===== src/rtl/pbs_pkg.sv =====
package pbs_pkg;

    typedef enum logic [2:0] {
        ST_IDLE,
        ST_INIT,
        ST_NBURST,
        ST_BURST,
        ST_OPEN,
        ST_PRECHG
    } seq_state_e;

endpackage


===== src/rtl/pbs_req_stage.sv =====
// Captures one processor request together with its page and write flags.
module pbs_req_stage (
    input  logic clk,
    input  logic rst,
    input  logic strobe_i,
    input  logic sel_i,
    input  logic hit_i,
    input  logic wr_i,
    input  logic take_i,
    output logic pend_o,
    output logic hit_o,
    output logic wr_o
);

    logic capture;

    assign capture = strobe_i & sel_i;

    always_ff @(posedge clk) begin
        if (rst) begin
            pend_o <= 1'b0;
            hit_o  <= 1'b0;
            wr_o   <= 1'b0;
        end else begin
            if (capture) begin
                pend_o <= 1'b1;
                hit_o  <= hit_i;
                wr_o   <= wr_i;
            end else if (take_i) begin
                pend_o <= 1'b0;
            end
        end
    end

endmodule


===== src/rtl/pbs_wait_timer.sv =====
// Down-counter shared by access wait states and precharge.
module pbs_wait_timer #(
    parameter int CW = 3
) (
    input  logic          clk,
    input  logic          rst,
    input  logic          load_i,
    input  logic [CW-1:0] val_i,
    output logic [CW-1:0] cnt_o,
    output logic          zero_o
);

    assign zero_o = (cnt_o == '0);

    always_ff @(posedge clk) begin
        if (rst) begin
            cnt_o <= '0;
        end else if (load_i) begin
            cnt_o <= val_i;
        end else if (!zero_o) begin
            cnt_o <= cnt_o - 1'b1;
        end
    end

endmodule


===== src/rtl/pbs_gap_meter.sv =====
// Counts idle cycles spent with the row held open (saturating).
module pbs_gap_meter #(
    parameter int GW = 2
) (
    input  logic          clk,
    input  logic          rst,
    input  logic          open_i,
    output logic [GW-1:0] gap_o
);

    localparam logic [GW-1:0] GAP_MAX = '1;

    always_ff @(posedge clk) begin
        if (rst) begin
            gap_o <= '0;
        end else if (!open_i) begin
            gap_o <= '0;
        end else if (gap_o != GAP_MAX) begin
            gap_o <= gap_o + 1'b1;
        end
    end

endmodule


===== src/rtl/pbs_seq_fsm.sv =====
module pbs_seq_fsm
    import pbs_pkg::*;
#(
    parameter int INIT_WS    = 3,
    parameter int NBURST_WS  = 2,
    parameter int BURST_WS   = 0,
    parameter int HEAVY_LOAD = 1,
    parameter int PRE_CYC    = 2,
    parameter int CW         = 3,
    parameter int GW         = 2
) (
    input  logic          clk,
    input  logic          rst,
    input  logic          pend_i,
    input  logic          hit_i,
    input  logic          wr_i,
    input  logic          busy_i,
    input  logic          zero_i,
    input  logic [CW-1:0] cnt_i,
    input  logic [GW-1:0] gap_i,
    output logic          take_o,
    output logic          load_o,
    output logic [CW-1:0] load_val_o,
    output logic          open_o,
    output logic          ctl_strobe_o,
    output logic          ctl_req_o,
    output logic          row_o,
    output logic          col_o,
    output logic          next_addr_o
);

    localparam logic [CW-1:0] LD_INIT   = CW'(INIT_WS);
    localparam logic [CW-1:0] LD_NBURST = CW'(NBURST_WS);
    localparam logic [CW-1:0] LD_BRD    = CW'(BURST_WS);
    localparam logic [CW-1:0] LD_BWR    = CW'(BURST_WS + ((HEAVY_LOAD != 0) ? 1 : 0));
    localparam logic [CW-1:0] LD_PRE    = CW'(PRE_CYC - 1);
    localparam logic [CW-1:0] ONE       = CW'(1);
    localparam bit            EARLY_OK  = (INIT_WS >= 1);
    localparam logic [GW-1:0] GAP_BURST = GW'(1);

    seq_state_e state_q, state_d;
    logic       init_hit_q;

    // state register
    always_ff @(posedge clk) begin
        if (rst) begin
            state_q <= ST_IDLE;
        end else begin
            state_q <= state_d;
        end
    end

    // page flag of the request that opened the row
    always_ff @(posedge clk) begin
        if (rst) begin
            init_hit_q <= 1'b0;
        end else if (state_q == ST_IDLE && take_o) begin
            init_hit_q <= hit_i;
        end
    end

    // next state and timer control
    always_comb begin
        state_d    = state_q;
        take_o     = 1'b0;
        load_o     = 1'b0;
        load_val_o = '0;
        unique case (state_q)
            ST_IDLE: begin
                if (pend_i && !busy_i) begin
                    state_d    = ST_INIT;
                    take_o     = 1'b1;
                    load_o     = 1'b1;
                    load_val_o = LD_INIT;
                end
            end
            ST_INIT, ST_NBURST, ST_BURST: begin
                if (zero_i) begin
                    state_d = ST_OPEN;
                end
            end
            ST_OPEN: begin
                if (busy_i) begin
                    state_d    = ST_PRECHG;
                    load_o     = 1'b1;
                    load_val_o = LD_PRE;
                end else if (pend_i && hit_i) begin
                    take_o = 1'b1;
                    load_o = 1'b1;
                    if (gap_i <= GAP_BURST) begin
                        state_d    = ST_BURST;
                        load_val_o = wr_i ? LD_BWR : LD_BRD;
                    end else begin
                        state_d    = ST_NBURST;
                        load_val_o = LD_NBURST;
                    end
                end else if (pend_i) begin
                    state_d    = ST_PRECHG;
                    load_o     = 1'b1;
                    load_val_o = LD_PRE;
                end
            end
            ST_PRECHG: begin
                if (zero_i) begin
                    state_d = ST_IDLE;
                end
            end
            default: state_d = ST_IDLE;
        endcase
    end

    // outputs
    always_comb begin
        ctl_strobe_o = 1'b0;
        ctl_req_o    = 1'b0;
        row_o        = 1'b0;
        col_o        = 1'b0;
        next_addr_o  = 1'b0;
        open_o       = 1'b0;
        unique case (state_q)
            ST_IDLE, ST_PRECHG: begin
            end
            ST_INIT: begin
                ctl_strobe_o = 1'b1;
                ctl_req_o    = 1'b1;
                row_o        = 1'b1;
                col_o        = zero_i;
                if (EARLY_OK && init_hit_q) begin
                    next_addr_o = (cnt_i == ONE);
                end else begin
                    next_addr_o = zero_i;
                end
            end
            ST_NBURST, ST_BURST: begin
                ctl_req_o   = 1'b1;
                row_o       = 1'b1;
                col_o       = zero_i;
                next_addr_o = zero_i;
            end
            ST_OPEN: begin
                row_o  = 1'b1;
                open_o = 1'b1;
            end
            default: begin
            end
        endcase
    end

endmodule


===== src/rtl/page_burst_seq.sv =====
module page_burst_seq #(
    parameter int INIT_WS    = 3,
    parameter int NBURST_WS  = 2,
    parameter int BURST_WS   = 0,
    parameter int HEAVY_LOAD = 1,
    parameter int PRE_CYC    = 2
) (
    input  logic clk,
    input  logic rst,
    input  logic cpu_strobe_i,
    input  logic cpu_sel_i,
    input  logic cpu_write_i,
    input  logic page_hit_i,
    input  logic refresh_busy_i,
    output logic ctl_strobe_o,
    output logic ctl_req_o,
    output logic row_active_o,
    output logic col_active_o,
    output logic next_addr_o,
    output logic ready_o
);

    localparam int M1   = (INIT_WS > NBURST_WS) ? INIT_WS : NBURST_WS;
    localparam int M2   = (M1 > BURST_WS + 1) ? M1 : BURST_WS + 1;
    localparam int MAXW = (M2 > PRE_CYC) ? M2 : PRE_CYC;
    localparam int CW   = $clog2(MAXW + 1);
    localparam int GW   = 2;

    logic          pend, hit_s, wr_s, take;
    logic          load, zero, open_s;
    logic [CW-1:0] load_val, cnt;
    logic [GW-1:0] gap;
    logic          col_s;

    pbs_req_stage u_req (
        .clk      (clk),
        .rst      (rst),
        .strobe_i (cpu_strobe_i),
        .sel_i    (cpu_sel_i),
        .hit_i    (page_hit_i),
        .wr_i     (cpu_write_i),
        .take_i   (take),
        .pend_o   (pend),
        .hit_o    (hit_s),
        .wr_o     (wr_s)
    );

    pbs_wait_timer #(.CW(CW)) u_tmr (
        .clk    (clk),
        .rst    (rst),
        .load_i (load),
        .val_i  (load_val),
        .cnt_o  (cnt),
        .zero_o (zero)
    );

    pbs_gap_meter #(.GW(GW)) u_gap (
        .clk    (clk),
        .rst    (rst),
        .open_i (open_s),
        .gap_o  (gap)
    );

    pbs_seq_fsm #(
        .INIT_WS    (INIT_WS),
        .NBURST_WS  (NBURST_WS),
        .BURST_WS   (BURST_WS),
        .HEAVY_LOAD (HEAVY_LOAD),
        .PRE_CYC    (PRE_CYC),
        .CW         (CW),
        .GW         (GW)
    ) u_fsm (
        .clk          (clk),
        .rst          (rst),
        .pend_i       (pend),
        .hit_i        (hit_s),
        .wr_i         (wr_s),
        .busy_i       (refresh_busy_i),
        .zero_i       (zero),
        .cnt_i        (cnt),
        .gap_i        (gap),
        .take_o       (take),
        .load_o       (load),
        .load_val_o   (load_val),
        .open_o       (open_s),
        .ctl_strobe_o (ctl_strobe_o),
        .ctl_req_o    (ctl_req_o),
        .row_o        (row_active_o),
        .col_o        (col_s),
        .next_addr_o  (next_addr_o)
    );

    assign col_active_o = col_s;

    // ready is the completion of an access delayed by one clock
    always_ff @(posedge clk) begin
        if (rst) begin
            ready_o <= 1'b0;
        end else begin
            ready_o <= col_s;
        end
    end

endmodule


===== config.mk =====
export PLATFORM = sky130hd
export DESIGN_NAME = page_burst_seq
export DESIGN_NICKNAME = d
export VERILOG_FILES = /design/src/rtl/pbs_pkg.sv /design/src/rtl/pbs_req_stage.sv /design/src/rtl/pbs_wait_timer.sv /design/src/rtl/pbs_gap_meter.sv /design/src/rtl/pbs_seq_fsm.sv /design/src/rtl/page_burst_seq.sv
export SDC_FILE = /design/constraint.sdc
export NUM_CORES = 1
export LEC_CHECK = 0
export BUFFER_PORTS_ARGS = -buffer_cell sky130_fd_sc_hd__buf_2
export CAP_MARGIN = 0
export CORE_MARGIN = 4
export CORE_UTILIZATION = 40
export DETAILED_ROUTE_END_ITERATION = 12
export PLACE_DENSITY = 0.6
export SLEW_MARGIN = 20
export SYNTH_ARGS = -nofsm -noshare
export SYNTH_HDL_FRONTEND = slang
export SYNTH_SLANG_ARGS = --single-unit

===== constraint.sdc =====
create_clock -name clk -period 3 [get_ports clk]
set_input_delay 0.3 -clock clk [delete_from_list [all_inputs] [get_ports clk]]
set_output_delay 0.3 -clock clk [all_outputs]
set_load 0.01 [all_outputs]

# ---- Word level (Yosys, flattened, before mapping)
# Index checks and enable logic that the tools add are counted.
dict set report totals {
  inputBits 7
  reg_bits 12
  output_inout_bits 6
}
dict set report op_classes {
  addsub 2
  magnitude_cmp 1
  eq_ne 12
  muxes 34
  n_reduce_logical 12
  bitwise 2
}
# op count
set ops {}
lappend ops {{3-bit 2-to-1 mux} 6}
lappend ops {{1-bit 2-to-1 mux} 17}
lappend ops {{2-bit 2-to-1 mux} 6}
lappend ops {{3-bit case mux with 4 select lines} 1}
lappend ops {{3-bit by 2-bit equality test with 1-bit output (second input constant)} 2}
lappend ops {{3-bit equality test (second input constant)} 2}
lappend ops {{2-bit inequality test (second input constant)} 3}
lappend ops {{1-bit case mux with 2 select lines} 3}
lappend ops {{2-bit by 1-bit inequality test with 1-bit output (second input constant)} 2}
lappend ops {{4-bit by 3-bit inequality test with 1-bit output (second input constant)} 1}
lappend ops {{2-bit case mux with 2 select lines} 1}
lappend ops {{4-bit AND reduction} 1}
lappend ops {{2-bit OR reduction} 2}
lappend ops {{4-bit OR reduction} 1}
lappend ops {{3-bit by 1-bit equality test with 1-bit output (second input constant)} 1}
lappend ops {{1-bit logical AND} 3}
lappend ops {{3-bit zero test} 1}
lappend ops {{3-bit OR reduction} 1}
lappend ops {{2-bit by 1-bit adder with 2-bit output (second input constant)} 1}
lappend ops {{2-bit by 1-bit equality test with 1-bit output (second input constant)} 1}
lappend ops {{2-bit by 1-bit <= comparator with 1-bit output (second input constant)} 1}
lappend ops {{2-bit zero test} 1}
lappend ops {{2-bit nonzero test} 1}
lappend ops {{2-bit by 1-bit subtractor with 2-bit output (second input constant)} 1}
lappend ops {{3 further kinds} 3}

# ---- Depth between registers and ports, before layout
dict set report depth {
  ltp_word 6
  mapped_depth 6
  depth_no_buf 6
}

# ---- Modules after synthesis
# Synthesis repeated with hierarchy kept, for this count alone.
dict set report hier_totals {
  hier_cells 79
  area_unflattened_um2 690.7
}
# module n_inst area_per_inst_um2 cells_per_inst
set by_module_without_submodules {}
lappend by_module_without_submodules {pbs_seq_fsm 1 335.3 45}
lappend by_module_without_submodules {pbs_wait_timer 1 121.4 12}
lappend by_module_without_submodules {pbs_req_stage 1 115.1 12}
lappend by_module_without_submodules {pbs_gap_meter 1 85.1 8}
lappend by_module_without_submodules {page_burst_seq 1 33.8 2}

# ---- Least setup slack after synthesis
# No wires, ideal clock.
dict set report synth_timing {
  path_type {register to register}
  startpoint {register u_fsm.state_q[0]}
  endpoint {register u_tmr.cnt_o[1]}
  slack_ns 1.439
  arrival_ns 1.470
  n_path_buf 0
  setup_time_ns 0.091
  path_stages_with_launch 5
  path_cell_list {dfxtp_1 -> or2_4 -> or3_1 -> mux2_1 -> a311oi_1}
}
dict set report synth_via {
  elab_chain_len 3
}
# element line
set synth_rtl {}
lappend synth_rtl {{start: declaration} pbs_seq_fsm.sv:41} ;# seq_state_e state_q, state_d;
lappend synth_rtl {{start signal: assignment} pbs_seq_fsm.sv:49} ;# state_q <= state_d;
lappend synth_rtl {{3-bit equality test or 3-bit zero test (tied branches)} pbs_seq_fsm.sv:68} ;# unique case (state_q)
lappend synth_rtl {{1-bit case mux with 2 select lines or 2-bit case mux with 2 select lines (tied branches)} pbs_seq_fsm.sv:68}
lappend synth_rtl {{2-bit inequality test (no line) or 2-bit 2-to-1 mux (tied branches)} -}
lappend synth_rtl {{end signal: assignment} pbs_wait_timer.sv:19} ;# cnt_o <= val_i;
lappend synth_rtl {{end signal: assignment} pbs_wait_timer.sv:21} ;# cnt_o <= cnt_o - 1'b1;
lappend synth_rtl {{end: declaration} pbs_wait_timer.sv:9} ;# output logic [CW-1:0] cnt_o,
# Parallel ways exist; a longest one is shown, timed or not.
# A chain may end at the register's enable or synchronous reset.

# ---- Worst setup path after layout
dict set report layout_timing {
  startpoint {register u_fsm.state_q[2]}
  endpoint {register u_tmr.cnt_o[1]}
}
# Same word-level chain as after synthesis.

==> summary.txt <==
Outcome
  – Outcome: complete, no violations

Final layout
  – Final net count: 110
  – Finished Core Util: about half
  – Diode count: 0
  – Filler cell count: around 170
  – Layout cell share with drive strength beyond 1: about 16%
  – Area growth, synth to finish: 14.3%

Power and ir drop
  – Clock share of power: about 18%
  – P_sw: roughly 210 uW
  – Flop pwr share: between 30% and 40%
  – Gate power share: 43.1%
  – Internal Power: ~340 uW
  – Worst VDD drop: approximately 0.33 mV
  – Power per cell area: roughly 730 nW/um^2
  – Switching Fraction: a little under two fifths
  – P_leak: ~0.33 nW
  – Total power: ~550 uW

Placement
  – Routability Congestion: about 0.8
  – I/O Buffers: 12
  – Post-DP HPWL: approximately 980 um

Timing
  – Worst-margin pin slew: ~0.34 ns
  – Fmax: 580 MHz
  – Min cycle time layout: 1.73 ns
  – Final Hold Vio Count: 0
  – Final Skew: 0.00130 ns
  – Final setup TNS: 0 ns
  – Worst slew margin: 77.4%
  – Final setup viols: 0
  – Max Slew Vio Count: 0
  – RSZ-0062 raised after global routing: no
  – Final period util: 57.5%

Job
  – Max_cap viols: 0

Worst setup path
  – CP Capture Type: flop
  – CP required: approximately 3.2 ns
  – Max stage delay on crit path: between 0.5 and 0.6 ns
  – Worst Path Buf+Inv: 1
  – Crit-path cells: inv_1 -> or3_1 -> mux2_1 -> a311oi_1
  – Kind of cell with the highest combined delay on the critical path: flip-flops
  – Worst-path fanout max: 10
  – Crit path from: u_fsm.state_q[2]$_SDFFE_PP0P_
  – Crit path kind: reg2reg
  – Worst path arrival time: around 1.9 ns
  – CP max stage cell: dfxtp_1
  – FF-to-FF Start: u_fsm.state_q[2]$_SDFFE_PP0P_
  – CP startpoint kind: flop

Synth
  – Synth top cells by count: dfxtp_1, a21oi_1, nor2_1
  – Most common cell in the netlist: dfxtp_1
  – Synth area leader: dfxtp_1
  – Synthesized area per cell: between 7 and 8 sq um
  – Synth Flop Type: dfxtp_1
  – Synthesized instance count: between 80 and 90
  – Yosys cell types: 25
  – Synth Register Bits: 12
  – Top post-synthesis cells by area: dfxtp_1, a21oi_1, ha_1
  – Mapped Area: between 600 and 700 sq um
  – Yosys warns: 0
  – Ys async rst share: 0%
  – Post-synth EDFFs: 0
  – Top cell type's share of synthesized area: 36.6%
  – Sequential fraction of the synthesis area: between 30% and 40%
  – Syn Nets: 95

CTS
  – Clock Path Buffers: 2
  – CTS resizes: 0
  – Setup Fix Bufs, Post-CTS: 0
  – Root Buffer: clkbuf_4
  – Hold Buf Count CTS: 0
  – Depth of the CTS H-tree: 1
  – Num CTS Buffers: 3
  – Clock Latency Late Sink: about 0.26 ns
  – CTS sink cnt: 12
  – CTS tree: done
  – Clk slew on worst S/H paths: 0.07 ns

GRT
  – GRT overflow: 0
  – All-Layer GR Usage: approximately an eighth
  – Largest net degree at the start of global routing: 13
  – Antenna violations before repair: 0
  – First-pass GRT wire length: 2350 um
  – Vias in the first global route: between 500 and 600

Detailed routing
  – Antenna-violating nets left: 0
  – DRC marker count from the first detailed-route iteration: 13
  – Vias per Instance: approximately 5.2
  – Routed WL: 1280 um
  – Vias after detailed routing: between 500 and 600
  – Initial DRT Pass Iterations: 4
  – Drt drc: 0
  – Post-DR wirelength/cell: ~11 um

Hold path
  – Hold Startpoint: cpu_write_i
  – Path category of the worst min-delay check: in2reg

Die
  – Die W: slightly below 50 um
  – Die height: between 40 and 50 um
  – Die area: about 2400 sq um
  – I/O pins: 13
  – Starting Density: around 43%
  – Core footprint: ~1500 sq um
  – Row cnt: 14
-- final timing paths --
kind	depth (start not counted)	slack, ns	to
max	4	1.27	u_tmr.cnt_o[1]$_SDFFE_PP0P_
min	3	0.28	u_req.wr_o$_SDFFE_PP0P_
max reg2reg	4	1.27	u_tmr.cnt_o[1]$_SDFFE_PP0P_
min reg2reg	2	0.47	u_req.wr_o$_SDFFE_PP0P_
-- power by group through the flow --
stage	Combinational (mW)	Sequential [mW]	Clock [mW]
after global placement	0.239	0.217	0
after global routing	0.272	0.220	0.106
after CTS	0.240	0.214	0.0991
final	0.235	0.215	0.0958
after detailed placement	0.238	0.218	0
after floorplan	0.183	0.207	0
-- layout by cell type (no fill, tap or decap), types with 2 or more instances in the layout --
| cell type | netlist | routed |
|---|---|---|
| buf_2 | 1 | 12 |
| dfxtp_1 | 12 | 12 |
| a21oi_1 | 11 | 11 |
| nor2_1 | 9 | 9 |
| o21ai_0 | 7 | 7 |
| inv_1 | 6 | 6 |
| nand2_1 | 6 | 6 |
| nor3_1 | 5 | 5 |
| nand3_1 | 4 | 4 |
| ha_1 | 4 | 4 |
| nand2b_1 | 3 | 3 |
| clkbuf_4 | 0 | 3 |
| nor2b_1 | 2 | 2 |
| xnor2_1 | 2 | 2 |
-- stage by stage --
step | area (sq um) | setup slack, ns | cells | hold WS, ns
global route | 749 | 1.14 | 113 | 0.287
finish | 749 | 1.27 | 113 | 0.279
global placement | 727 | 1.36 | 110 | 0.462
floorplan | 656 | 1.44 | 84 | 0.372
detailed placement | 727 | 1.31 | 110 | 0.464
CTS | 749 | 1.27 | 113 | 0.276
-- layer usage --
layer	wire length [um]	global-route usage, %	up-vias
met1	633	16.5	267
met5	0	0	-
met3	67	2.76	2
met2	562	17.6	12
met4	12	5.38	0
li1	-	-	312
-- worst min-delay path, stage by stage --
cell     delay [ns]
buf_2          0.09
nand3_1        0.05
a21oi_1        0.05
-- cell type report --
class                           count  area [sq um]  area share (%)
Inverter                            6          22.5            3.01
Tap cell                           16          20.0            2.67
Timing Repair Buffer               12          60.1            8.01
Clock buffer                        3          22.5            3.01
Sequential cell                    12           240            32.1
Multi-Input combinational cell     64           384            51.3
-- registers in the layout, indices dropped and copies added (netlist names) --
name	cells
ready_o	1
u_fsm.init_hit_q	1
u_fsm.state_q	3
u_gap.gap_o	2
u_req.hit_o	1
u_req.pend_o	1
u_req.wr_o	1
u_tmr.cnt_o	2
-- logic make-up (layout without fill, tap and decap cells) --
kind of cell / Yosys count / in the layout / synth area share [%]
AO/OA/AOI/OAI: 19 / 19 / 15.1
XOR/XNOR: 3 / 3 / 4.01
adder cells (fa/ha/maj): 4 / 4 / 7.63
buffers and inverters: 8 / 21 / 4.77
flip-flops: 12 / 12 / 36.6
multiplexers: 2 / 2 / 3.24
AND/OR/NAND/NOR: 36 / 36 / 28.6
(Power assumes the default switching activity.)
